$ cat src/rtl/cpbus_pkg.sv
package cpbus_pkg;

  // code in the low address bits that marks coprocessor space
  localparam logic [2:0] SPACE_CODE = 3'b001;
  // the address field carries three channel bits
  localparam int CH_SLOTS = 8;

  // field layout of the bus address, most significant first
  typedef struct packed {
    logic [7:0] copro;
    logic [2:0] chan;
    logic       stat_sel;
    logic       is_stat;
    logic [2:0] space;
  } bus_addr_t;

  typedef enum logic {
    Q_INBOUND  = 1'b0,
    Q_OUTBOUND = 1'b1
  } qsel_e;

endpackage

$ cat src/rtl/cpbus_fifo.sv
module cpbus_fifo #(
  parameter int W     = 16,
  parameter int DEPTH = 8
) (
  input  logic         clk,
  input  logic         rst_n,
  input  logic         push_i,
  input  logic [W-1:0] push_data_i,
  input  logic         pop_i,
  output logic [W-1:0] head_o,
  output logic         empty_o,
  output logic         full_o
);

  localparam int PTR_W = (DEPTH > 1) ? $clog2(DEPTH) : 1;
  localparam int CNT_W = $clog2(DEPTH + 1);
  localparam logic [PTR_W-1:0] LAST = PTR_W'(DEPTH - 1);
  localparam logic [CNT_W-1:0] CAP  = CNT_W'(DEPTH);

  logic [W-1:0]     mem [DEPTH];
  logic [PTR_W-1:0] wr_ptr, rd_ptr;
  logic [CNT_W-1:0] count;
  logic             do_push, do_pop;

  assign empty_o = (count == '0);
  assign full_o  = (count == CAP);
  assign head_o  = mem[rd_ptr];

  // a full queue refuses the push even when a pop happens in the same cycle
  assign do_push = push_i && !full_o;
  assign do_pop  = pop_i && !empty_o;

  always_ff @(posedge clk) begin
    if (do_push) mem[wr_ptr] <= push_data_i;
  end

  always_ff @(posedge clk or negedge rst_n) begin
    if (!rst_n) begin
      wr_ptr <= '0;
      rd_ptr <= '0;
      count  <= '0;
    end else begin
      if (do_push) wr_ptr <= (wr_ptr == LAST) ? '0 : wr_ptr + 1'b1;
      if (do_pop)  rd_ptr <= (rd_ptr == LAST) ? '0 : rd_ptr + 1'b1;
      case ({do_push, do_pop})
        2'b10:   count <= count + 1'b1;
        2'b01:   count <= count - 1'b1;
        default: count <= count;
      endcase
    end
  end

  a_r5_no_overflow: assert property (@(posedge clk) disable iff (!rst_n)
    count <= CAP);

  a_r5_full_drop: assert property (@(posedge clk) disable iff (!rst_n)
    (push_i && full_o && !pop_i) |=> (full_o && $stable(rd_ptr)));

  a_r6_empty_hold: assert property (@(posedge clk) disable iff (!rst_n)
    (pop_i && empty_o && !push_i) |=> (empty_o && $stable(rd_ptr)));

endmodule

$ cat src/rtl/cpbus_decode.sv
module cpbus_decode
  import cpbus_pkg::*;
#(
  parameter logic [7:0] COPRO_ID = 8'h5A,
  parameter int         NUM_CH   = 8
) (
  input  logic        clk,
  input  logic        rst_n,
  input  logic [15:0] bus_addr,
  input  logic        bus_rnw,
  input  logic        bus_mreq,
  input  logic        bus_breq,
  output logic        wr_fire,
  output logic        rd_fire,
  output logic        stat_fire,
  output qsel_e       stat_q,
  output logic [2:0]  chan
);

  localparam logic [3:0] CH_LIMIT = 4'(NUM_CH);

  bus_addr_t fields;
  logic      req, req_q, strobe, hit;

  assign fields = bus_addr_t'(bus_addr);
  assign req    = bus_mreq && bus_breq;

  // only the rising edge of the combined request counts as an access
  always_ff @(posedge clk or negedge rst_n) begin
    if (!rst_n) req_q <= 1'b0;
    else        req_q <= req;
  end

  assign strobe = req && !req_q;
  assign hit    = (fields.copro == COPRO_ID) && (fields.space == SPACE_CODE)
                  && ({1'b0, fields.chan} < CH_LIMIT);

  assign chan      = fields.chan;
  assign stat_q    = qsel_e'(fields.stat_sel);
  assign wr_fire   = strobe && hit && !bus_rnw && !fields.is_stat;
  assign rd_fire   = strobe && hit &&  bus_rnw && !fields.is_stat;
  assign stat_fire = strobe && hit &&  bus_rnw &&  fields.is_stat;

  a_r7_one_shot: assert property (@(posedge clk) disable iff (!rst_n)
    (wr_fire || rd_fire || stat_fire) |=> !(wr_fire || rd_fire || stat_fire));

  a_r7_exclusive: assert property (@(posedge clk) disable iff (!rst_n)
    $onehot0({wr_fire, rd_fire, stat_fire}));

endmodule

$ cat src/rtl/cpbus_chan_bridge.sv
module cpbus_chan_bridge
  import cpbus_pkg::*;
#(
  parameter logic [7:0] COPRO_ID   = 8'h5A,
  parameter int         NUM_CH     = 8,
  parameter int         DATA_W     = 16,
  parameter int         FIFO_DEPTH = 8
) (
  input  logic                     clk,
  input  logic                     rst_n,
  input  logic [15:0]              bus_addr,
  input  logic                     bus_rnw,
  input  logic                     bus_mreq,
  input  logic                     bus_breq,
  input  logic [DATA_W-1:0]        bus_wdata,
  output logic [DATA_W-1:0]        bus_rdata,
  output logic [NUM_CH-1:0]        core_in_valid,
  input  logic [NUM_CH-1:0]        core_in_ready,
  output logic [NUM_CH*DATA_W-1:0] core_in_data,
  input  logic [NUM_CH-1:0]        core_out_valid,
  output logic [NUM_CH-1:0]        core_out_ready,
  input  logic [NUM_CH*DATA_W-1:0] core_out_data
);

  logic        wr_fire, rd_fire, stat_fire;
  qsel_e       stat_q;
  logic [2:0]  chan;

  logic [CH_SLOTS-1:0] in_empty, in_full, out_empty, out_full;
  logic [DATA_W-1:0]   out_head [CH_SLOTS];

  cpbus_decode #(
    .COPRO_ID (COPRO_ID),
    .NUM_CH   (NUM_CH)
  ) decode_i (
    .clk       (clk),
    .rst_n     (rst_n),
    .bus_addr  (bus_addr),
    .bus_rnw   (bus_rnw),
    .bus_mreq  (bus_mreq),
    .bus_breq  (bus_breq),
    .wr_fire   (wr_fire),
    .rd_fire   (rd_fire),
    .stat_fire (stat_fire),
    .stat_q    (stat_q),
    .chan      (chan)
  );

  for (genvar g = 0; g < CH_SLOTS; g++) begin : g_ch
    if (g < NUM_CH) begin : g_live
      logic [DATA_W-1:0] in_head;

      cpbus_fifo #(.W(DATA_W), .DEPTH(FIFO_DEPTH)) inq_i (
        .clk         (clk),
        .rst_n       (rst_n),
        .push_i      (wr_fire && (chan == 3'(g))),
        .push_data_i (bus_wdata),
        .pop_i       (core_in_ready[g]),
        .head_o      (in_head),
        .empty_o     (in_empty[g]),
        .full_o      (in_full[g])
      );

      cpbus_fifo #(.W(DATA_W), .DEPTH(FIFO_DEPTH)) outq_i (
        .clk         (clk),
        .rst_n       (rst_n),
        .push_i      (core_out_valid[g]),
        .push_data_i (core_out_data[g*DATA_W +: DATA_W]),
        .pop_i       (rd_fire && (chan == 3'(g))),
        .head_o      (out_head[g]),
        .empty_o     (out_empty[g]),
        .full_o      (out_full[g])
      );

      assign core_in_valid[g]                   = !in_empty[g];
      assign core_in_data[g*DATA_W +: DATA_W]   = in_head;
      assign core_out_ready[g]                  = !out_full[g];

      a_r9_source_hold: assert property (@(posedge clk) disable iff (!rst_n)
        (core_in_valid[g] && !core_in_ready[g])
          |=> (core_in_valid[g] && $stable(core_in_data[g*DATA_W +: DATA_W])));
    end else begin : g_idle
      // slots beyond NUM_CH look permanently empty and are never addressed
      assign in_empty[g]  = 1'b1;
      assign in_full[g]   = 1'b0;
      assign out_empty[g] = 1'b1;
      assign out_full[g]  = 1'b0;
      assign out_head[g]  = '0;
    end
  end

  logic [DATA_W-1:0] rd_next;

  always_comb begin
    rd_next = '0;
    if (rd_fire) begin
      rd_next = out_empty[chan] ? '0 : out_head[chan];
    end else if (stat_fire) begin
      if (stat_q == Q_INBOUND) rd_next[1:0] = {in_full[chan], in_empty[chan]};
      else                     rd_next[1:0] = {out_full[chan], out_empty[chan]};
    end
  end

  always_ff @(posedge clk or negedge rst_n) begin
    if (!rst_n) bus_rdata <= '0;
    else        bus_rdata <= rd_next;
  end

  a_r8_rdata_quiet: assert property (@(posedge clk) disable iff (!rst_n)
    !(rd_fire || stat_fire) |=> (bus_rdata == '0));

  a_r4_status_shape: assert property (@(posedge clk) disable iff (!rst_n)
    stat_fire |=> (bus_rdata[DATA_W-1:2] == '0));

  a_r4_status_no_pop: assert property (@(posedge clk) disable iff (!rst_n)
    stat_fire |=> $stable(out_empty));

endmodule

$ cat config.mk
export PLATFORM = sky130hd
export DESIGN_NAME = cpbus_chan_bridge
export DESIGN_NICKNAME = d
export VERILOG_FILES = /design/src/rtl/cpbus_pkg.sv /design/src/rtl/cpbus_fifo.sv /design/src/rtl/cpbus_decode.sv /design/src/rtl/cpbus_chan_bridge.sv
export SDC_FILE = /design/constraint.sdc
export NUM_CORES = 2
export LEC_CHECK = 0
export BUFFER_PORTS_ARGS = -buffer_cell sky130_fd_sc_hd__buf_2
export CAP_MARGIN = 20
export CORE_MARGIN = 2
export CORE_UTILIZATION = 47
export DETAILED_ROUTE_END_ITERATION = 12
export SYNTH_ARGS = -nofsm -noshare
export SYNTH_HDL_FRONTEND = slang
export SYNTH_SLANG_ARGS = --single-unit
$ cat constraint.sdc
create_clock -name clk -period 6.73 [get_ports clk]
set_input_delay 0 -clock clk [delete_from_list [all_inputs] [get_ports clk]]
set_output_delay 0 -clock clk [all_outputs]
set_load 0.005 [all_outputs]
# Word level (Yosys, flattened, before mapping)
# Memories as Yosys holds them, arrays and structs flattened.
# Cells that the tools add are included.
# word_totals
inputBits,181
rom_bits,0
memories,16
word_cells,443
latchBits,0
reg_bits,177
out_inout_bits,160
ram_bits,2048
# classes
n_mul,0
addsub,64
n_shift,0
div,0
reduce_logical,125
magnitude_cmp,2
n_eq_ne,89
mux,96
n_bitwise,1
# memory_table
memory,words,width,rd,rd_ports_with_merged_regs,wr,line,source
g_ch[0].g_live.inq_i.mem,8,16,1,0,1,cpbus_fifo.sv:20,logic [W-1:0] mem [DEPTH];
g_ch[0].g_live.outq_i.mem,8,16,1,0,1,cpbus_fifo.sv:20,
g_ch[1].g_live.inq_i.mem,8,16,1,0,1,cpbus_fifo.sv:20,
g_ch[1].g_live.outq_i.mem,8,16,1,0,1,cpbus_fifo.sv:20,
g_ch[2].g_live.inq_i.mem,8,16,1,0,1,cpbus_fifo.sv:20,
g_ch[2].g_live.outq_i.mem,8,16,1,0,1,cpbus_fifo.sv:20,
10 more memories,n/a,n/a,n/a,n/a,n/a,n/a,
# op_table
operator,count
one-hot mux 4 bit (2 select lines),16
equality test 3 bit (second input constant),36
adder 3 x 1 -> 3 bit (second input constant),32
2-to-1 mux 3 bit,32
adder 4 x 1 -> 4 bit (second input constant),16
equality test 4 bit (second input constant),16
zero test 4 bit,16
subtractor 4 x 1 -> 4 bit (second input constant),16
logical AND 1 bit,57
binary-select mux 16 bit (select 3 bit),1
2-to-1 mux 16 bit,3
2-to-1 mux 1 bit,36
zero test 1 bit,35
equality test 2 x 1 -> 1 bit (second input constant),16
equality test 2 bit (second input constant),16
nonzero test 2 bit,16
2-to-1 mux 14 bit,1
binary-select mux 1 bit (select 3 bit),4
equality test 8 x 7 -> 1 bit (second input constant),1
equality test 3 x 1 -> 1 bit (second input constant),2
equality test 3 x 2 -> 1 bit (second input constant),2
2-to-1 mux 2 bit,3
>= comparator 4 bit (second input constant),1
< comparator 3 x 4 -> 1 bit (second input constant),1
2 further kinds,2

# Longest topological paths before layout
# logic_depth
word_depth,9
ltp_mapped,13
mapped_depth_nobuf,13

# By module
# A second synthesis with hierarchy kept.
# unflattened
hier_cells,4253
hier_area_um2,91920.7
# by_module_without_submodules
mod,seq_area_each_um2,cells_each,area_each_um2,n_inst
cpbus_fifo at g_ch[1].g_live.inq_i ...,4093.9,254,5604.1,12
cpbus_fifo at g_ch[7].g_live.inq_i ...,4093.9,253,5595.4,2
cpbus_fifo at g_ch[0].g_live.inq_i,4093.9,254,5636.7,1
cpbus_fifo at g_ch[0].g_live.outq_i,4093.9,256,5620.4,1
cpbus_chan_bridge,400.4,174,2074.5,1
cpbus_decode,25.0,15,148.9,1

# Worst setup path before layout
# No wires, ideal clock.
# synth_timing
kind,register to register
start,reg decode_i.req_q
end,"mem g_ch[4].g_live.inq_i.mem[0][0], enable pin"
required_ns,6.300
stages_incl_launch_ff,7
setup_slack_ns,2.865
synth_period_minus_slack_ns,3.865
n_path_buf,1
arrival_ns,3.435
setup_time_ns,0.430
cell_sequence,dfrtp_1 nor4b_2 nand4_1 or4b_4 or3b_1 buf_4 nor4_1
# synth_via
elab_chain_cells,9
# synth_rtl
item,line,source
start: declaration,cpbus_decode.sv:23,"logic req, req_q, strobe, hit;"
start signal: assignment,cpbus_decode.sv:31,else req_q <= req;
zero test 1 bit,cpbus_decode.sv:34,assign strobe = req && !req_q;
logical AND 1 bit,cpbus_decode.sv:34,
logical AND 1 bit (3 in series),cpbus_decode.sv:40,assign wr_fire = strobe && hit && !bus_rnw && !fields.is_stat;
logical AND 1 bit,cpbus_chan_bridge.sv:56,".push_i (wr_fire && (chan == 3'(g))),"
logical AND 1 bit,cpbus_fifo.sv:30,assign do_push = push_i && !full_o;
2-to-1 mux 1 bit,cpbus_fifo.sv:34,if (do_push) mem[wr_ptr] <= push_data_i;
2-to-1 mux 1 bit (not written as such),cpbus_fifo.sv:34,
end: declaration,cpbus_fifo.sv:20,
# Every way passes these cells.

# Worst setup path after layout
# layout_timing
start,reg decode_i.req_q
end,reg g_ch[4].g_live.inq_i.count[2]
# layout_via
elab_chain_cells,9
word_cells_on_any_way,11
cone_classes,2 x eq/ne; 1 x mux; 8 x reduce/logical
# layout_rtl
item,line,source
zero test 1 bit (*),cpbus_decode.sv:34,
logical AND 1 bit (*),cpbus_decode.sv:34,
logical AND 1 bit (*) (3 in series),cpbus_decode.sv:40,
logical AND 1 bit (*),cpbus_chan_bridge.sv:56,
logical AND 1 bit (*),cpbus_fifo.sv:30,
equality test 2 x 1 -> 1 bit / equality test 2 bit (equally long branches),cpbus_fifo.sv:45,"case ({do_push, do_pop})"
one-hot mux 4 bit (2 select lines) / nonzero test 2 bit (equally long branches),n/a,
end signal: assignment,cpbus_fifo.sv:46,2'b10: count <= count + 1'b1;
end signal: assignment,cpbus_fifo.sv:47,2'b01: count <= count - 1'b1;
end signal: assignment,cpbus_fifo.sv:48,default: count <= count;
end: declaration,cpbus_fifo.sv:22,logic [CNT_W-1:0] count;
# Mark *: on every way between the ends. The rest lies on a longest branch, timed or not.
# A chain may end at the register's enable or synchronous reset.

==> impl_metrics.ini <==
[pwr]
power.switching_mw = 9.67
power.internal_mw = 26.7
vdd_drop_max_v = 0.000302
power_frac_comb_pct = 19.6
power.sequential.fraction_pct = 47.6
power.switching_fraction_pct = 26.6
power.density_cell_area_mw_per_mm2 = 351
leakage_nw = 34.4
power_frac_clock_pct = 32.8

[synthesis]
synth.distinct_cells = 53
postSynthNetCount = 4498
synth.avg_cell_area_um2 = 20.9
syn_inst = 4205
synth_xor_area_share_pct = 0.797
yosys_register_bits = 2225
muxShareOfSynthArea_pct = 17.1
synthAdderAreaFrac_pct = 1.59
postSynth.topFlopCell = edfxtp_1
synth_area_mm2 = 0.0879
yosys_warnings = 0
seq_area_frac_synth_pct = 75.0
synth-compound-area-share_pct = 1.72
synth_top_family_by_area = multiplexers
synth_edf_count = 2048
post_synth_and_or_nand_nor_area_fraction_pct = 2.76
synthArstFlopShare_pct = 7.96

[sta]
post-route-period-util_pct = 59.5
final_period_minus_worst_setup_slack_ns = 4.00
max_freq_mhz = 250
final_max_slew_viol_count = 0
timing.slew.headroom_pct = 32.6
final-setup-viol-count = 0
rsz0062_at_grt = false
hold_violations = 0
max_slew.worst_pin.slew_ns = 1.01
tns_ns = 0
finClkSkew_ns = 0.0236

[cts]
number_of_cells_upsized_or_downsized_after_cts = 0
clock_tree.root_cell = clkbuf_16
tritoncts_num_sinks = 2225
clk_path_buf_depth = 3
cts_made_buffers = 220
clk_latency_ns = 0.85
clk_pin_slew_ns = 0.06
h-tree-depth = 4
tritoncts_clock_tree = built

[floorplanning]
core_area_mm2 = 0.186
die-width_um = 436
initial_core_util_pct = 47.3
die-height_um = 436
std_cell_rows = 158
floorplan.io_pins = 341
die-area_mm2 = 0.190

[place]
placed_cells = 7018
hpwl_um = 119000
port-buffer-count = 340
gpl.final_weighted_congestion = 0.771

[finish]
nNetsFinal = 5345
final_layout_size_suffix_gt1_share_pct = 31.7
layoutNonFillerInstCount = 7731
area_growth_syn_to_layout_pct = 17.9
area_taken_by_multi_input_logic_gates_mm2 = 0.0213
storage_element_area_mm2 = 0.0659
postLayoutCoreUtil_pct = 55.8
fill_cells = 14000

[global_routing]
global_route_wire_length_before_repair_um = 295000
grt_antenna_before_repair = 30
grt_start_max_net_pins = 65
grt_pass1_vias = 43700
grt_remaining_overflow = 0
grtUsageTotal_pct = 21.1

[flow_run]
max-cap-violations = 0

[route]
drc = 0
detailedRoute.firstIterationViolations = 3450
route.antenna.remaining_nets = 0
routedWlPerCell_um = 25.9
vias_per_cell = 5.55
num_vias = 42900
drt-pass1-iter-count = 7
sum_of_routed_wire_length_over_all_layers_um = 200000

[worst_setup_path]
worst_setup_path_endpoint = g_ch[4].g_live.inq_i.count[2]
r2r_end = g_ch[4].g_live.inq_i.count[2]
worst_ep_arrival_time_ns = 4.73
crit_required_ns = 7.45
cp-startpoint = decode_i.req_q
critPathKind = register to register
crit_slowest_cell = nor4b_2
worst-r2r-setup-slack_ns = 2.73
crit_path_frequent_cell = xor2_1
worstPathCellList = nor4b_2, nand4_1, or4b_4, or3b_1, ha_1, xor2_1, ha_1, a21oi_1, xor2_1, nor2_1, xor2_1
crit_path_max_incr_delay_ns = 0.68
r2r-start = decode_i.req_q
cp-end-kind = register
timing.critical_path.from_type = register
ff2ff_path_depth = 11
worst-path-max-fanout = 10

[worst_hold_path]
hp-class = input pin to register

[outcome]
run_status = complete, no violations
==> power groups by stage <==
| stage | clock network, mW | logic (mW) | registers [mW] |
|---|---|---|---|
| CTS | 12.2 | 7.35 | 17.3 |
| finish | 11.9 | 7.13 | 17.3 |
| global placement | 0 | 7.11 | 17.5 |
| floorplan | 0 | 4.75 | 17.1 |
| global route | 12.7 | 7.79 | 17.5 |
| detailed placement | 0 | 7.18 | 17.6 |
==> state kept, by name, indices dropped and copies added (netlist names) <==
| register | flops |
|---|---|
| g_ch.g_live.inq_i.count | 32 |
| decode_i.req_q | 1 |
| g_ch.g_live.outq_i.rd_ptr | 24 |
| g_ch.g_live.inq_i.rd_ptr | 24 |
| g_ch.g_live.inq_i.wr_ptr | 24 |
| bus_rdata | 16 |
| g_ch.g_live.outq_i.wr_ptr | 24 |
| g_ch.g_live.inq_i.mem | 1024 |
| g_ch.g_live.outq_i.count | 32 |
| g_ch.g_live.outq_i.mem | 1024 |
==> layout make-up <==
class	count	share of cell area [%]
diodes	7	0.0169
clock buffers	311	5.86
clock inverters	103	0.930
inverters	26	0.0942
multi-input cells	1756	20.6
flip-flops and latches	2225	63.6
well taps	2480	2.99
repair buffers	823	5.88
==> cells in the final DEF (no fill, tap or decap), drive strengths merged, types with 7 or more instances in the layout <==
master,Yosys,routed
or2,9,9
nand3b,11,11
a211oi,46,46
dlygate4sd3,0,291
nand2b,63,63
xor2,63,63
o221ai,15,15
ha,112,112
o21ai,40,40
buf,84,532
o31ai,14,14
bufinv,0,13
a21oi,71,71
mux4,516,516
nand3,15,15
clkinvlp,0,7
nor3,94,94
o22ai,29,29
diode,0,7
inv,26,37
mux2i,101,101
dfrtp,177,177
clkinv,0,72
a21o,14,14
edfxtp,2048,2048
nor4,11,11
clkbuf,114,311
nand2,109,109
xnor2,17,17
nor2b,35,35
nor2,130,130
mux2,212,212
==> through the flow <==
stage	cell area [um2]	worst slack, ns	hold slack (ns)	total power [mW]
6_report	104000	2.73	0.0529	36.4
5_1_grt	104000	2.40	0.0206	38.0
4_1_cts	104000	2.51	0.00116	36.9
3_5_place_dp	93600	2.52	0.00315	24.8
3_3_place_gp	93600	2.58	0.00150	24.7
2_1_floorplan	87900	2.87	-0.296	21.9
==> synthesized netlist by cell type, types with 63 or more instances <==
library cell	number	area share (%)
ha_1	112	1.6
edfxtp_1	2048	70
dfrtp_1	177	5.0
a21oi_1	71	0.40
mux2_2	209	2.7
xor2_1	63	0.63
mux2i_1	101	1.2
mux4_2	516	13
nand2_1	109	0.47
clkbuf_1	114	0.49
nor2_1	130	0.56
nor3_1	93	0.53
==> worst max-delay path: cells and delay by family, from the launching register on <==
family	cells	cell delay, ns
AOI/OAI and AO/OA	1	0.14
xor gates and xnor gates	3	0.45
adders and majority gates	2	0.55
DFF	1	0.39
and+or+nand+nor	5	2.33
==> kinds of logic after synthesis <==
| group | after synthesis |
|---|---|
| AO/OA/AOI/OAI | 239 |
| AND/OR/NAND/NOR | 496 |
| buffers and inverters | 224 |
| XOR/XNOR | 80 |
| flip-flops | 2225 |
| multiplexers | 829 |
| adder cells (fa/ha/maj) | 112 |
==> what timing repair did <==
item                                    CTS  global route
hold buffers                            292             0
endpoints found under the hold margin  2890             0
setup buffers                             0             0
==> layer usage <==
| metal | wire [um] | vias up | track usage, % |
|---|---|---|---|
| met3 | 9670 | 308 | 3.48 |
| met5 | 101 | - | 0 |
| met1 | 81900 | 22400 | 27.9 |
| li1 | - | 19100 | - |
| met4 | 5700 | 16 | 6.45 |
| met2 | 103000 | 1083 | 36.1 |
==> worst min-delay path by stage <==
stage          cells past startpoint  slack [ns]             start                               to
6_report                           4        0.05       bus_addr[7]  g_ch[5].g_live.outq_i.rd_ptr[0]
5_1_grt                            2        0.02  core_out_data[8]  g_ch[0].g_live.outq_i.mem[4][8]
3_5_place_dp                       1       0.003             rst_n   g_ch[4].g_live.inq_i.rd_ptr[0]
2_1_floorplan                      0       -0.30             rst_n                     bus_rdata[0]
4_1_cts                            2       0.001  core_out_data[8]  g_ch[0].g_live.outq_i.mem[2][8]
3_3_place_gp                       1       0.001             rst_n   g_ch[4].g_live.inq_i.rd_ptr[0]
Note: power is estimated with default switching activity, not from simulation.
